File: src/rtl/pt_walker_pkg.sv
// Shared constants, types and helpers for the page table walker.
// Assumes 32-bit virtual and physical addresses and 4-byte entries.
package pt_walker_pkg;
    localparam int ADDR_W   = 32;
    localparam int PAGE_SH  = 12;
    localparam int LARGE_SH = 22;
    localparam int FRAME_W  = ADDR_W - PAGE_SH;
    localparam int IDX_W    = LARGE_SH - PAGE_SH;
    localparam int A20_BIT  = 20;

    // entry bit positions
    localparam int B_PRES = 0;
    localparam int B_RW   = 1;
    localparam int B_USR  = 2;
    localparam int B_ACC  = 5;
    localparam int B_DRT  = 6;
    localparam int B_PS   = 7;

    typedef enum logic [2:0] {
        ST_IDLE,
        ST_DIR_RD,
        ST_DIR_WB,
        ST_TBL_RD,
        ST_LEAF_WB,
        ST_RESP
    } walk_state_e;

    // Clear address bit 20 when the gate is closed.
    function automatic logic [ADDR_W-1:0] a20_apply(input logic [ADDR_W-1:0] a,
                                                    input logic gate_open);
        logic [ADDR_W-1:0] m;
        m = '1;
        m[A20_BIT] = gate_open;
        return a & m;
    endfunction
endpackage

File: src/rtl/pt_walker_addr.sv
// Entry address generator: forms directory and table entry addresses from
// the directory base, the virtual address and the directory entry frame,
// then applies the A20 mask. Purely combinational.
module pt_walker_addr
    import pt_walker_pkg::*;
(
    input  logic [FRAME_W-1:0] dir_frame,
    input  logic [FRAME_W-1:0] va_hi,
    input  logic [FRAME_W-1:0] pde_frame,
    input  logic               a20_open,
    output logic [ADDR_W-1:0]  pde_addr,
    output logic [ADDR_W-1:0]  pte_addr
);
    localparam int DIR_IDX_W = ADDR_W - LARGE_SH;

    logic [ADDR_W-1:0] dir_off, tbl_off;

    // index offsets scaled by the 4-byte entry size
    always_comb begin
        dir_off = {{(ADDR_W-DIR_IDX_W-2){1'b0}}, va_hi[FRAME_W-1:IDX_W], 2'b00};
        tbl_off = {{(ADDR_W-IDX_W-2){1'b0}}, va_hi[IDX_W-1:0], 2'b00};
    end

    // base plus offset, then the gate mask
    always_comb begin
        pde_addr = a20_apply({dir_frame, {PAGE_SH{1'b0}}} + dir_off, a20_open);
        pte_addr = a20_apply({pde_frame, {PAGE_SH{1'b0}}} + tbl_off, a20_open);
    end
endmodule

File: src/rtl/pt_walker_perm.sv
// Permission and status evaluator for one leaf mapping. Takes the effective
// user/writable bits and the leaf accessed/dirty bits; reports a violation,
// whether a write-back is needed and whether write right is granted.
module pt_walker_perm (
    input  logic ent_usr,
    input  logic ent_rw,
    input  logic ent_acc,
    input  logic ent_drt,
    input  logic acc_wr,
    input  logic acc_usr,
    input  logic wp_on,
    output logic viol,
    output logic need_wb,
    output logic wr_ok
);
    logic drt_after;

    // protection rules for user and supervisor accesses
    always_comb begin
        if (acc_usr) viol = !ent_usr || (acc_wr && !ent_rw);
        else         viol = wp_on && acc_wr && !ent_rw;
    end

    // write-back need and write grant after the dirty update
    always_comb begin
        need_wb   = !ent_acc || (acc_wr && !ent_drt);
        drt_after = ent_drt || acc_wr;
        wr_ok     = drt_after && (acc_usr ? ent_rw : (!wp_on || ent_rw));
    end
endmodule

File: src/rtl/pt_walker.sv
// Two-level page table walker. Accepts one request at a time, reads the
// directory entry and, for 4 KiB pages, the table entry; sets accessed and
// dirty bits by write-back; returns a physical address with write grant, or
// a fault code. Assumes memory answers each read with one mem_rvalid pulse
// while mem_rd is held, and accepts a write in the cycle mem_wr is high.
module pt_walker
    import pt_walker_pkg::*;
(
    input  logic               clk,
    input  logic               rst_n,
    input  logic               req,
    input  logic [ADDR_W-1:0]  va,
    input  logic               acc_wr,
    input  logic               acc_usr,
    input  logic               pg_on,
    input  logic               wp_on,
    input  logic               pse_on,
    input  logic               a20_on,
    input  logic [FRAME_W-1:0] dir_base,
    output logic               busy,
    output logic               done,
    output logic               fault,
    output logic [2:0]         err_code,
    output logic [ADDR_W-1:0]  pa,
    output logic               wr_grant,
    output logic               mem_rd,
    output logic               mem_wr,
    output logic [ADDR_W-1:0]  mem_addr,
    output logic [ADDR_W-1:0]  mem_wdata,
    input  logic               mem_rvalid,
    input  logic [ADDR_W-1:0]  mem_rdata
);
    walk_state_e        st_q;
    logic [ADDR_W-1:0]  va_q, pde_q, leaf_addr_q, leaf_new_q, pa_q;
    logic [FRAME_W-1:0] cr3_q;
    logic               wr_q, usr_q, wp_q, pse_q, a20_q;
    logic               grant_q, fault_q;
    logic [2:0]         err_q;

    logic [ADDR_W-1:0]  pde_addr, pte_addr, leaf_pa, leaf_new;
    logic               in_tbl, is_large, leaf_now;
    logic               e_usr, e_rw, viol, need_wb, wr_ok;

    pt_walker_addr u_addr (
        .dir_frame (cr3_q),
        .va_hi     (va_q[ADDR_W-1:PAGE_SH]),
        .pde_frame (pde_q[ADDR_W-1:PAGE_SH]),
        .a20_open  (a20_q),
        .pde_addr  (pde_addr),
        .pte_addr  (pte_addr)
    );

    // entry decode for the fetch in progress
    always_comb begin
        in_tbl   = (st_q == ST_TBL_RD);
        is_large = (st_q == ST_DIR_RD) && mem_rdata[B_PS] && pse_q;
        leaf_now = in_tbl || is_large;
        e_usr    = mem_rdata[B_USR] & (in_tbl ? pde_q[B_USR] : 1'b1);
        e_rw     = mem_rdata[B_RW]  & (in_tbl ? pde_q[B_RW]  : 1'b1);
        leaf_new = mem_rdata;
        leaf_new[B_ACC] = 1'b1;
        leaf_new[B_DRT] = mem_rdata[B_DRT] | wr_q;
        leaf_pa  = is_large
                 ? a20_apply({mem_rdata[ADDR_W-1:LARGE_SH], va_q[LARGE_SH-1:0]}, a20_q)
                 : a20_apply({mem_rdata[ADDR_W-1:PAGE_SH], va_q[PAGE_SH-1:0]}, a20_q);
    end

    pt_walker_perm u_perm (
        .ent_usr (e_usr),
        .ent_rw  (e_rw),
        .ent_acc (mem_rdata[B_ACC]),
        .ent_drt (mem_rdata[B_DRT]),
        .acc_wr  (wr_q),
        .acc_usr (usr_q),
        .wp_on   (wp_q),
        .viol    (viol),
        .need_wb (need_wb),
        .wr_ok   (wr_ok)
    );

    // walk sequencer and result registers
    always_ff @(posedge clk) begin
        if (!rst_n) begin
            st_q        <= ST_IDLE;
            va_q        <= '0;
            cr3_q       <= '0;
            pde_q       <= '0;
            leaf_addr_q <= '0;
            leaf_new_q  <= '0;
            pa_q        <= '0;
            wr_q        <= 1'b0;
            usr_q       <= 1'b0;
            wp_q        <= 1'b0;
            pse_q       <= 1'b0;
            a20_q       <= 1'b0;
            grant_q     <= 1'b0;
            fault_q     <= 1'b0;
            err_q       <= '0;
        end else begin
            case (st_q)
                ST_IDLE: if (req) begin
                    va_q    <= va;
                    cr3_q   <= dir_base;
                    wr_q    <= acc_wr;
                    usr_q   <= acc_usr;
                    wp_q    <= wp_on;
                    pse_q   <= pse_on;
                    a20_q   <= a20_on;
                    fault_q <= 1'b0;
                    err_q   <= '0;
                    grant_q <= 1'b1;
                    pa_q    <= a20_apply(va, a20_on);
                    st_q    <= pg_on ? ST_DIR_RD : ST_RESP;
                end
                ST_DIR_RD, ST_TBL_RD: if (mem_rvalid) begin
                    if (!in_tbl) pde_q <= mem_rdata;
                    if (!mem_rdata[B_PRES] || (leaf_now && viol)) begin
                        fault_q <= 1'b1;
                        err_q   <= {usr_q, wr_q, mem_rdata[B_PRES]};
                        pa_q    <= '0;
                        grant_q <= 1'b0;
                        st_q    <= ST_RESP;
                    end else if (leaf_now) begin
                        pa_q        <= leaf_pa;
                        grant_q     <= wr_ok;
                        leaf_addr_q <= in_tbl ? pte_addr : pde_addr;
                        leaf_new_q  <= leaf_new;
                        st_q        <= need_wb ? ST_LEAF_WB : ST_RESP;
                    end else begin
                        st_q <= mem_rdata[B_ACC] ? ST_TBL_RD : ST_DIR_WB;
                    end
                end
                ST_DIR_WB:  st_q <= ST_TBL_RD;
                ST_LEAF_WB: st_q <= ST_RESP;
                default:    st_q <= ST_IDLE;
            endcase
        end
    end

    // memory port drive from the current state
    always_comb begin
        mem_rd    = (st_q == ST_DIR_RD) || (st_q == ST_TBL_RD);
        mem_wr    = (st_q == ST_DIR_WB) || (st_q == ST_LEAF_WB);
        mem_wdata = '0;
        case (st_q)
            ST_DIR_RD:  mem_addr = pde_addr;
            ST_DIR_WB: begin
                mem_addr         = pde_addr;
                mem_wdata        = pde_q;
                mem_wdata[B_ACC] = 1'b1;
            end
            ST_TBL_RD:  mem_addr = pte_addr;
            ST_LEAF_WB: begin
                mem_addr  = leaf_addr_q;
                mem_wdata = leaf_new_q;
            end
            default:    mem_addr = '0;
        endcase
    end

    // response outputs
    always_comb begin
        busy     = (st_q != ST_IDLE);
        done     = (st_q == ST_RESP);
        fault    = done && fault_q;
        err_code = err_q;
        pa       = pa_q;
        wr_grant = grant_q;
    end
endmodule

File: config.mk
export PLATFORM = sky130hd
export DESIGN_NAME = pt_walker
export DESIGN_NICKNAME = d
export VERILOG_FILES = /design/src/rtl/pt_walker_pkg.sv /design/src/rtl/pt_walker_addr.sv /design/src/rtl/pt_walker_perm.sv /design/src/rtl/pt_walker.sv
export SDC_FILE = /design/constraint.sdc
export NUM_CORES = 1
export LEC_CHECK = 0
export ABC_CLOCK_PERIOD_IN_PS = 4000
export BUFFER_PORTS_ARGS = -buffer_cell sky130_fd_sc_hd__clkbuf_2
export CORE_MARGIN = 2
export CORE_UTILIZATION = 60
export CTS_BUF_LIST = sky130_fd_sc_hd__clkbuf_2 sky130_fd_sc_hd__clkbuf_4 sky130_fd_sc_hd__clkbuf_8
export CTS_CLUSTER_SIZE = 40
export DETAILED_ROUTE_END_ITERATION = 7
export GPL_ROUTABILITY_DRIVEN = 0
export PLACE_DENSITY = 0.87
export SLEW_MARGIN = 30
export SYNTH_ARGS = -nofsm -noshare
export SYNTH_HDL_FRONTEND = slang
export SYNTH_HIERARCHICAL = 1
export SYNTH_SLANG_ARGS = --single-unit
File: constraint.sdc
create_clock -name clk -period 4 [get_ports clk]
set_input_delay 0.8 -clock clk [delete_from_list [all_inputs] [get_ports clk]]
set_output_delay 0.8 -clock clk [all_outputs]
set_load 0.01 [all_outputs]
==> impl_summary.md <==
Final layout
Once layout is complete, the utilization of the core stands at 66.98%. After the flow finishes, the layout carries non-filler instances totaling 1467. The finished cells cover 10180 um2.

The proportion of layout cells with a drive suffix above 1 is 24.71%. The final-stage net count is 1360. The antenna diode count is 0. The area growth from synthesis to final layout is 9.411%.

Global routing
After global routing the overflow that remains totals 0. In the global route stage, overall resource usage came out at 31.28%. The pin count of the biggest net entering global routing is 76. The first global-routing pass estimated 40920 um of wire. The via count of the first global-routing pass is 7890. The number of antenna violations at the first check in global routing is 1.

Place
The worst slack at placement is 1132 ps. The total instance count after detailed placement is 1435. The count of port buffers added during placement is 198. The post-DP HPWL is 17590 um. The cell area reported after detailed placement is 9816 um2.

STA
Between clock sinks in the finished design, the worst skew comes to 12.91 ps. The setup total negative slack is 0 ps. The max-slew headroom at the worst pin is 43.08%. Setup repair after global routing left no endpoint under its margin. The total of endpoints with negative setup slack in the final report is 0. At the pin with the least slew margin, the transition time is 853.8 ps. The clock period minus worst slack is 3197 ps. The highest clock frequency the design can meet is 0.3128 GHz.

The max-slew violation count was 0. The post-route clock period utilization is 79.93%. After layout, the worst setup slack is 802.8 ps. The number of hold violations in the final report is 0. Hold timing on the final database bottoms out at a slack of 459.8 ps.

Logic synthesis
The synthesized netlist contains 46 unique library cells. For this run, asynchronously set or reset flops after synthesis account for 0%. The xor/xnor share of the synthesized area is 0%. The Yosys warning count is 6. The multiplexer share of the synthesized area is 4.961%.

The average footprint of a synthesized cell is 7.801 um2. The complex-gate fraction of the synthesized area is 24.95%. The most used flip-flop cell after synthesis is dfxtp_1. The post-synthesis share of cell area spent on full adders, half adders and majority gates is 0%. The proportion of synthesized chip area in sequential cells is 41.30%. Yosys mapped a number of flops with a built-in enable equal to 0. The share of synthesized cell area in and, or, nand and nor gates is 18.18%. By area, the combinational part of the netlist is dominated by compound AO/OA/AOI/OAI gates. The synthesized netlist cell count is 1193. After synthesis the netlist holds a flip-flop and latch count of 192. The mapped netlist covers 9306 um2.

Power
In this run the static leakage power is 3.900 nW. The completed layout was analyzed and its total power is 4.136 mW. IR analysis of the VDD net gives a maximum drop of 229.6 uV. Power spread over the standard cell area amounts to 406.2 nW/um2.

Worst setup path
The slack of the worst reg-to-reg path is 1110 ps. The worst setup path is launched from a flip-flop. The endpoint kind of the worst setup timing path is a primary output. The capturing instance or port of the critical path is mem_wdata[23]. The class of the most critical setup path is flip-flop to primary output. The signal arrival time at the worst endpoint is 2400 ps.

Along the worst path, the maximum fanout reaches 24. In this run the critical register-to-register path is captured at leaf_new_q[18]. The worst reg2reg path depth is 8. The launch point of the worst reg-to-reg path is st_q[0]. In this run the worst setup path begins at st_q[1]. STA puts the critical path data required time at 3200 ps.

Route
The average vias per placed instance is 5.962. Once detail routing completed, the nets flagged for antenna violations numbered 0. The routed design has 26180 um of wire.

The first detailed-routing pass ran for 5 iterations. After detailed routing, the number of remaining DRC violations is 0. After detailed routing, the average wire length per cell comes to 17.85 um. The detailed router placed 8746 vias in this run. In this run, the number of DRC markers left after iteration 0 of detailed routing was 827.

Clock tree
Post-CTS timing repair inserted 0 buffers for setup. The tree is rooted in a clkbuf_8. TritonCTS built the clock tree. The number of hold-repair buffers added at the cts stage is 0. The number of clock buffers added by TritonCTS is 17. For the worst-skew pair, the clock arrives at the later sink with an insertion delay of 460 ps. The clock slew seen by the registers of the worst setup and hold paths is 90 ps.

The clock passes through at most 2 buffers. After clock tree synthesis, the repair step resized 0 gates. The clock drives 192 sinks.

The H-tree level count is 4.

Die
The initial standard-cell utilization of the core is 61.22%. The floorplan step set the die height to 128.5 um. The standard-cell row count is 45. The overall die area is 16520 um2. The die is 128.5 um wide. The number of placed I/O pins is 199.

The region available for standard cell placement spans 15200 um2.

Worst hold path
In this run the worst hold path is classified as flip-flop to flip-flop.

Job
The tool flagged a number of max-cap violations equal to 0.

Status
The run finished with clean final reports.
-- worst min-delay path by stage --
stage	slack [ps]	to	cells past startpoint	startpoint
2_1_floorplan	430	cr3_q[8]	2	cr3_q[8]
4_1_cts	460	pde_q[10]	2	pde_q[10]
6_report	460	leaf_new_q[21]	2	leaf_new_q[21]
3_5_place_dp	450	pde_q[10]	2	pde_q[10]
5_1_grt	470	leaf_new_q[2]	2	leaf_new_q[2]
3_3_place_gp	440	pde_q[3]	2	pde_q[3]
-- power by group --
group / internal (mW) / leakage (nW) / switching (mW) / total, mW
combinational: 0.276 / 2.14 / 0.496 / 0.773
sequential: 2.04 / 1.56 / 0.114 / 2.15
clock: 0.519 / 0.194 / 0.692 / 1.21
total: 2.83 / 3.90 / 1.30 / 4.14
-- cells by family (layout without fill, tap and decap cells) --
family	count (synthesis)	count (layout)
AOI/OAI and AO/OA	372	372
muxes	41	41
DFF	192	192
and+or+nand+nor	408	408
other	1	4
buffers and inverters	179	262
-- worst max-delay path, stage by stage (launching register included) --
cell	delay [ps]
dfxtp_2	540
nor2b_2	220
and2_1	450
buf_4	380
a22o_1	220
clkbuf_2	140
-- Yosys cell counts (all sizes together), types with 2 or more instances --
library cell | count | area [um2]
dfxtp | 192 | 3844
or2 | 2 | 12.51
clkbuf | 66 | 247.7
a21o | 3 | 22.52
buf | 106 | 709.4
o21ai | 72 | 360.4
nor2 | 41 | 153.9
nand4b | 3 | 26.28
a21oi | 157 | 789.5
nand2 | 302 | 1134
a22o | 31 | 271.5
and2 | 5 | 31.28
nor3 | 5 | 25.02
a311oi | 33 | 289.0
nand3b | 3 | 26.27
o21a | 3 | 22.52
inv | 6 | 22.52
a22oi | 63 | 473.0
nor2b | 2 | 12.51
mux2 | 41 | 461.7
nand3 | 34 | 170.2
a211oi | 3 | 22.52
or3 | 2 | 12.51
nand2b | 2 | 12.51
-- layout by cell type, fill, tap and decap left out, drive strengths merged, types with 31 or more instances in the layout --
master / count
a22oi: 63
nand2: 302
o21ai: 72
a21oi: 157
mux2: 41
clkbuf: 217
nor2: 41
a22o: 31
a311oi: 33
dfxtp: 192
nand3: 34
-- final cells by class --
cell class              instances  area (um2)
inverters                       7       28.78
repair buffers                223        1179
clock buffers                  19       255.2
flip-flops and latches        192        3846
well taps                     188       235.2
fillers                      1357        5020
multi-input cells             825        4527
clock inverters                13       111.4
-- sequential cells by signal, summed over array words and instances (netlist names), 3 cells and up --
signal       flops
leaf_addr_q     32
leaf_new_q      32
pa              32
va_q            32
pde_q           31
cr3_q           20
err_code         3
st_q             3
-- per-layer routing --
| layer | up-vias | global-route usage (%) | share of wire [%] |
|---|---|---|---|
| li1 | 4224 | - | - |
| met1 | 4062 | 42.68 | 43 |
| met2 | 397 | 46.56 | 44 |
| met3 | 61 | 7.443 | 8.2 |
| met4 | 2 | 15.73 | 4.2 |
| met5 | - | 0 | 0.050 |
Power figures use the tool's default switching activity.
